File: src/rtl/asram_pkg.sv
package asram_pkg;

  // Phases of one memory access
  typedef enum logic [2:0] {
    PH_IDLE,
    PH_WSETUP,
    PH_WPULSE,
    PH_WHOLD,
    PH_RACCESS,
    PH_RGAP
  } phase_e;

  // Pin-level strobe bundle (active-low strobes plus driver enable)
  typedef struct packed {
    logic cs_n;
    logic we_n;
    logic oe_n;
    logic drive;
  } strobe_t;

  localparam strobe_t STROBE_IDLE = '{cs_n: 1'b1, we_n: 1'b1, oe_n: 1'b1, drive: 1'b0};

  function automatic int unsigned umax(input int unsigned a, input int unsigned b);
    return (a > b) ? a : b;
  endfunction

endpackage

File: src/rtl/asram_span_counter.sv
// Counts clocks inside one phase; restarts whenever the phase changes.
module asram_span_counter #(
  parameter int unsigned CNT_W = 3
) (
  input  logic             clk,
  input  logic             rst,
  input  logic             restart,
  input  logic [CNT_W-1:0] last_val,
  output logic [CNT_W-1:0] cnt_q,
  output logic [CNT_W-1:0] cnt_d,
  output logic             at_end
);

  assign at_end = (cnt_q == last_val);
  assign cnt_d  = restart ? '0 : cnt_q + CNT_W'(1);

  always_ff @(posedge clk) begin
    if (rst) cnt_q <= '0;
    else     cnt_q <= cnt_d;
  end

endmodule

File: src/rtl/asram_seq.sv
// Phase sequencer: decides the next phase and flags accept/capture/finish.
module asram_seq
  import asram_pkg::*;
#(
  parameter int unsigned SU_LEN  = 1,
  parameter int unsigned PW_LEN  = 4,
  parameter int unsigned HD_LEN  = 1,
  parameter int unsigned RD_LEN  = 4,
  parameter int unsigned GAP_LEN = 1,
  parameter int unsigned CNT_W   = 3
) (
  input  logic             clk,
  input  logic             rst,
  input  logic             req,
  input  logic             req_we,
  output phase_e           phase_d,
  output logic [CNT_W-1:0] cnt_d,
  output logic             accept,
  output logic             capture,
  output logic             finish
);

  phase_e           phase_q;
  logic [CNT_W-1:0] last_val;
  logic [CNT_W-1:0] cnt_q;
  logic             at_end;
  logic             restart;

  // Final count value for the phase now running
  always_comb begin
    unique case (phase_q)
      PH_WSETUP:  last_val = CNT_W'(SU_LEN - 1);
      PH_WPULSE:  last_val = CNT_W'(PW_LEN - 1);
      PH_WHOLD:   last_val = CNT_W'(HD_LEN - 1);
      PH_RACCESS: last_val = CNT_W'(RD_LEN - 1);
      PH_RGAP:    last_val = CNT_W'(GAP_LEN - 1);
      default:    last_val = '0;
    endcase
  end

  always_comb begin
    phase_d = phase_q;
    accept  = 1'b0;
    capture = 1'b0;
    finish  = 1'b0;
    unique case (phase_q)
      PH_IDLE: begin
        if (req) begin
          accept  = 1'b1;
          phase_d = req_we ? PH_WSETUP : PH_RACCESS;
        end
      end
      PH_WSETUP:  if (at_end) phase_d = PH_WPULSE;
      PH_WPULSE:  if (at_end) phase_d = PH_WHOLD;
      PH_WHOLD: begin
        if (at_end) begin
          phase_d = PH_IDLE;
          finish  = 1'b1;
        end
      end
      PH_RACCESS: begin
        if (at_end) begin
          phase_d = PH_RGAP;
          capture = 1'b1;
        end
      end
      PH_RGAP: begin
        if (at_end) begin
          phase_d = PH_IDLE;
          finish  = 1'b1;
        end
      end
      default: phase_d = PH_IDLE;
    endcase
  end

  assign restart = (phase_d != phase_q) || (phase_q == PH_IDLE);

  asram_span_counter #(.CNT_W(CNT_W)) u_span (
    .clk      (clk),
    .rst      (rst),
    .restart  (restart),
    .last_val (last_val),
    .cnt_q    (cnt_q),
    .cnt_d    (cnt_d),
    .at_end   (at_end)
  );

  always_ff @(posedge clk) begin
    if (rst) phase_q <= PH_IDLE;
    else     phase_q <= phase_d;
  end

endmodule

File: src/rtl/asram_pin_regs.sv
// Registered memory pins and host result registers.
module asram_pin_regs
  import asram_pkg::*;
#(
  parameter int unsigned ADDR_W = 15,
  parameter int unsigned DATA_W = 24,
  parameter int unsigned CNT_W  = 3,
  parameter int unsigned WZ_CYC = 2
) (
  input  logic              clk,
  input  logic              rst,
  input  phase_e            phase_d,
  input  logic [CNT_W-1:0]  cnt_d,
  input  logic              accept,
  input  logic              capture,
  input  logic              finish,
  input  logic              host_we,
  input  logic [ADDR_W-1:0] host_addr,
  input  logic [DATA_W-1:0] host_wdata,
  input  logic [DATA_W-1:0] mem_dq_in,
  output logic [DATA_W-1:0] host_rdata,
  output logic              host_ready,
  output logic [ADDR_W-1:0] mem_addr,
  output logic              mem_cs_n,
  output logic              mem_we_n,
  output logic              mem_oe_n,
  output logic [DATA_W-1:0] mem_dq_out,
  output logic              mem_dq_oe
);

  strobe_t strb_d;
  strobe_t strb_q;

  // Pin pattern for the phase about to start
  always_comb begin
    strb_d = STROBE_IDLE;
    unique case (phase_d)
      PH_WSETUP: strb_d.cs_n = 1'b0;
      PH_WPULSE: begin
        strb_d.cs_n  = 1'b0;
        strb_d.we_n  = 1'b0;
        strb_d.drive = (cnt_d >= CNT_W'(WZ_CYC));
      end
      PH_WHOLD:  strb_d.drive = 1'b1;
      PH_RACCESS: begin
        strb_d.cs_n = 1'b0;
        strb_d.oe_n = 1'b0;
      end
      default: strb_d = STROBE_IDLE;
    endcase
  end

  always_ff @(posedge clk) begin
    if (rst) begin
      strb_q     <= STROBE_IDLE;
      host_ready <= 1'b0;
      mem_addr   <= '0;
      mem_dq_out <= '0;
      host_rdata <= '0;
    end else begin
      strb_q     <= strb_d;
      host_ready <= finish;
      if (accept) mem_addr <= host_addr;
      if (accept && host_we) mem_dq_out <= host_wdata;
      if (capture) host_rdata <= mem_dq_in;
    end
  end

  assign mem_cs_n  = strb_q.cs_n;
  assign mem_we_n  = strb_q.we_n;
  assign mem_oe_n  = strb_q.oe_n;
  assign mem_dq_oe = strb_q.drive;

endmodule

File: src/rtl/asram_ctrl.sv
// Asynchronous SRAM access controller, top level.
module asram_ctrl
  import asram_pkg::*;
#(
  parameter int unsigned ADDR_W = 15,
  parameter int unsigned DATA_W = 24,
  parameter int unsigned T_AS   = 1,  // address setup before write strobe falls
  parameter int unsigned T_WP   = 3,  // minimum write strobe low time
  parameter int unsigned T_WZ   = 2,  // memory bus release after write strobe falls
  parameter int unsigned T_DS   = 2,  // data setup before the write ends
  parameter int unsigned T_DH   = 1,  // address/data hold after the write ends
  parameter int unsigned T_RD   = 4,  // address-to-data access time
  parameter int unsigned T_OZ   = 1,  // memory bus release after output enable rises
  parameter int unsigned T_CYC  = 4   // minimum access cycle time
) (
  input  logic              clk,
  input  logic              rst,
  input  logic              host_req,
  input  logic              host_we,
  input  logic [ADDR_W-1:0] host_addr,
  input  logic [DATA_W-1:0] host_wdata,
  output logic [DATA_W-1:0] host_rdata,
  output logic              host_ready,
  output logic [ADDR_W-1:0] mem_addr,
  output logic              mem_cs_n,
  output logic              mem_we_n,
  output logic              mem_oe_n,
  output logic [DATA_W-1:0] mem_dq_out,
  output logic              mem_dq_oe,
  input  logic [DATA_W-1:0] mem_dq_in
);

  localparam int unsigned SU_LEN  = umax(1, T_AS);
  localparam int unsigned PW_LEN  = umax(T_WP, T_WZ + umax(1, T_DS));
  localparam int unsigned HD_MIN  = umax(1, T_DH);
  localparam int unsigned HD_LEN  = (T_CYC > SU_LEN + PW_LEN + HD_MIN)
                                    ? (T_CYC - SU_LEN - PW_LEN) : HD_MIN;
  localparam int unsigned RD_LEN  = umax(1, T_RD);
  localparam int unsigned GAP_MIN = umax(1, T_OZ);
  localparam int unsigned GAP_LEN = (T_CYC > RD_LEN + GAP_MIN) ? (T_CYC - RD_LEN) : GAP_MIN;
  localparam int unsigned MAX_LEN = umax(umax(umax(SU_LEN, PW_LEN), umax(HD_LEN, RD_LEN)), GAP_LEN);
  localparam int unsigned CNT_W   = $clog2(MAX_LEN + 1);

  phase_e           phase_d;
  logic [CNT_W-1:0] cnt_d;
  logic             accept;
  logic             capture;
  logic             finish;

  asram_seq #(
    .SU_LEN  (SU_LEN),
    .PW_LEN  (PW_LEN),
    .HD_LEN  (HD_LEN),
    .RD_LEN  (RD_LEN),
    .GAP_LEN (GAP_LEN),
    .CNT_W   (CNT_W)
  ) u_seq (
    .clk     (clk),
    .rst     (rst),
    .req     (host_req),
    .req_we  (host_we),
    .phase_d (phase_d),
    .cnt_d   (cnt_d),
    .accept  (accept),
    .capture (capture),
    .finish  (finish)
  );

  asram_pin_regs #(
    .ADDR_W (ADDR_W),
    .DATA_W (DATA_W),
    .CNT_W  (CNT_W),
    .WZ_CYC (T_WZ)
  ) u_pins (
    .clk        (clk),
    .rst        (rst),
    .phase_d    (phase_d),
    .cnt_d      (cnt_d),
    .accept     (accept),
    .capture    (capture),
    .finish     (finish),
    .host_we    (host_we),
    .host_addr  (host_addr),
    .host_wdata (host_wdata),
    .mem_dq_in  (mem_dq_in),
    .host_rdata (host_rdata),
    .host_ready (host_ready),
    .mem_addr   (mem_addr),
    .mem_cs_n   (mem_cs_n),
    .mem_we_n   (mem_we_n),
    .mem_oe_n   (mem_oe_n),
    .mem_dq_out (mem_dq_out),
    .mem_dq_oe  (mem_dq_oe)
  );

endmodule

File: config.mk
export PLATFORM = sky130hd
export DESIGN_NAME = asram_ctrl
export DESIGN_NICKNAME = d
export VERILOG_FILES = /design/src/rtl/asram_pkg.sv /design/src/rtl/asram_span_counter.sv /design/src/rtl/asram_seq.sv /design/src/rtl/asram_pin_regs.sv /design/src/rtl/asram_ctrl.sv
export SDC_FILE = /design/constraint.sdc
export NUM_CORES = 1
export LEC_CHECK = 0
export BUFFER_PORTS_ARGS = -buffer_cell sky130_fd_sc_hd__buf_2
export CAP_MARGIN = 20
export CORE_ASPECT_RATIO = 0.9
export CORE_UTILIZATION = 47
export DETAILED_ROUTE_END_ITERATION = 7
export PLACE_DENSITY_LB_ADDON = 0.12
export SLEW_MARGIN = 20
export SYNTH_ARGS = -nofsm -noshare
export SYNTH_HDL_FRONTEND = slang
export SYNTH_HIERARCHICAL = 1
export SYNTH_SLANG_ARGS = --single-unit
File: constraint.sdc
create_clock -name clk -period 2.8 [get_ports clk]
set_clock_uncertainty 0.05 [all_clocks]
set_input_delay 0.42 -clock clk [delete_from_list [all_inputs] [get_ports clk]]
set_output_delay 0.42 -clock clk [all_outputs]
set_load 0.01 [all_outputs]
==> impl_metrics.ini <==
[global_route]
antenna_found_initial = 0
grtUsageMet2_pct = 32.1
grt_max_degree = 74
grtUsageTotal_pct = 19.8
grt_pass1_vias = 2331
busiest_layer = met2
grt_overflow = 0
use_met3_pct = 5.53
grt_pass1_wl_um = 10400
use_met1_pct = 24.0

[timing]
whs_ps = 263
min_period_ps = 2430
max_slew_margin_pct = 47.8
max_clock_freq_mhz = 411
setup_violations = 0
slew_viol_final = 0
worst_pin_slew_ps = 783
rsz0062_at_grt = no
finalHoldViolCount = 0
fin_tns_setup_ps = 0
min_period_over_period_pct = 86.8

[outcome]
status = finished clean

[placed_design]
place_congestion = 0.745
placed_area_sq_mm = 0.00365
portBuffers = 134
place_inst = 494
hpwlAfterDp_um = 4310

[cts]
cts_hold_buf = 0
cts_max_level = 3
clkLatencyLatePin_ps = 330
clk_pin_slew_ps = 80
clock_sinks = 74
cts_resized = 0
clk_path_buf_depth = 2
cts_tree = done
cts-root-buf = clkbuf_8
cts_inserted_buffers = 9
cts_setup_buffers = 0

[routing]
route.detailed.drc = 0
vias_per_cell = 4.83
dr.pass1.iters = 4
routed_wirelength_um = 6420
drt_iter0_markers = 62
wl_per_cell_um = 12.6
ant_nets = 0
vias = 2463

[die]
num_rows = 27
fp.dieH_um = 77.8
initial_core_util_pct = 48.8
core_sq_mm = 0.00615
io_pins = 135
die-area_sq_mm = 0.00670
die_x_um = 86.2

[min_path]
whs_path_depth = 3
hold_end = u_pins/host_rdata[8]$_SDFFE_PP0P_
hp-class = input port to register
min_from = mem_dq_in[8]

[pwr]
power_leakage_nw = 1.79
power_density_mw_per_mm2 = 857
irDropWorstVdd_uv = 396

[setup_path]
r2r_end = u_pins/host_rdata[13]$_SDFFE_PP0P_
rr_worst_depth = 8
critPathCaptureType = register
required_ps = 2950
crit_fanout = 19
r2r_slack_ps = 370
critPathMaxStageDelay_ps = 560
r2r-start = u_seq/phase_q[2]$_SDFF_PP0_
slowest_stage = dfxtp_1
critPathArrivalTime_ps = 2580
critPathLaunchType = register
path_cells = xnor2_1, nor2_1, xor2_1, nor3_2, and4bb_2, buf_12, mux2i_1, nor2_1
crit_top_cell = nor2_1
crit_type = register to register

[layout]
layout_commonest_cell = buf_2
layout_common_cells = buf_2 (134), dfxtp_1 (74), nor2_1 (45)
finalInstanceArea_sq_mm = 0.00387
syn_to_final_growth_pct = 29.0
num_antenna_cells = 0
fillerInstances = 581
drive_gt1_share_pct = 39.5
fin_cells = 510
nets = 486

[synth]
avgSynthCellArea_sq_um = 10.2
synth_area_sq_mm = 0.00300
synth_nets = 361
syn_inst = 293
yosysWarnings = 6

[job]
cap_violations = 0
==> report_power, final <==
part           leakage [nW]  switching (mW)  internal [mW]
Clock                 0.105           0.388          0.500
Combinational          1.08           0.593          0.500
Sequential            0.602           0.111           1.23
==> registers in the layout, indices dropped and copies added, names as in the netlist <==
signal              cells
u_seq/phase_q           3
u_pins/mem_dq_oe        1
u_pins/mem_cs_n         1
u_pins/host_rdata      24
u_pins/mem_we_n         1
u_seq/u_span/cnt_q      3
u_pins/host_ready       1
u_pins/mem_dq_out      24
u_pins/mem_oe_n         1
u_pins/mem_addr        15
==> worst max-delay path by stage <==
| stage | from | endpoint | slack (ps) | cells past startpoint |
|---|---|---|---|---|
| floorplan | u_seq/phase_q[1]$_SDFF_PP0_ | u_pins/host_rdata[4]$_SDFFE_PP0P_ | 760 | 10 |
| global placement | u_seq/phase_q[2]$_SDFF_PP0_ | u_pins/host_rdata[17]$_SDFFE_PP0P_ | 510 | 8 |
| detailed placement | u_seq/phase_q[2]$_SDFF_PP0_ | u_pins/host_rdata[13]$_SDFFE_PP0P_ | 400 | 8 |
| CTS | u_seq/phase_q[2]$_SDFF_PP0_ | u_pins/host_rdata[13]$_SDFFE_PP0P_ | 380 | 8 |
| global route | u_seq/phase_q[2]$_SDFF_PP0_ | u_pins/host_rdata[12]$_SDFFE_PP0P_ | 180 | 8 |
| finish | u_seq/phase_q[2]$_SDFF_PP0_ | u_pins/host_rdata[13]$_SDFFE_PP0P_ | 370 | 8 |
==> routing by layer <==
| layer | vias to the layer above | share of wire, % |
|---|---|---|
| met1 | 1121 | 45 |
| met5 | - | 0 |
| met2 | 82 | 47 |
| met4 | 0 | 1.7 |
| li1 | 1250 | - |
| met3 | 10 | 6.8 |
==> through the flow <==
| step | utilization (%) | total power, mW | setup WS [ps] |
|---|---|---|---|
| 2_1_floorplan | - | 2.21 | 763 |
| 3_3_place_gp | 59.4 | 2.43 | 508 |
| 3_5_place_dp | 59.4 | 2.45 | 401 |
| 4_1_cts | 62.9 | 3.34 | 376 |
| 5_1_grt | 62.9 | 3.52 | 177 |
| 6_report | 62.9 | 3.32 | 369 |
==> layout make-up <==
class	count	area, sq um	area share [%]
clock buffer	9	124	3.20
clock inverter	7	93.8	2.42
inverter	1	3.75	0.0970
multi-input combinational	194	1330	34.4
sequential	74	1480	38.3
tap	87	109	2.81
timing repair buffer	138	726	18.8
==> worst max-delay path, delay by kind of cell, from the launching register on <==
family	cells	cell delay, ps
mux	1	220
xor+xnor	2	380
buf+inv	1	220
flops	1	560
simple gates	4	870
No activity file was read; power rests on OpenSTA's default activity.
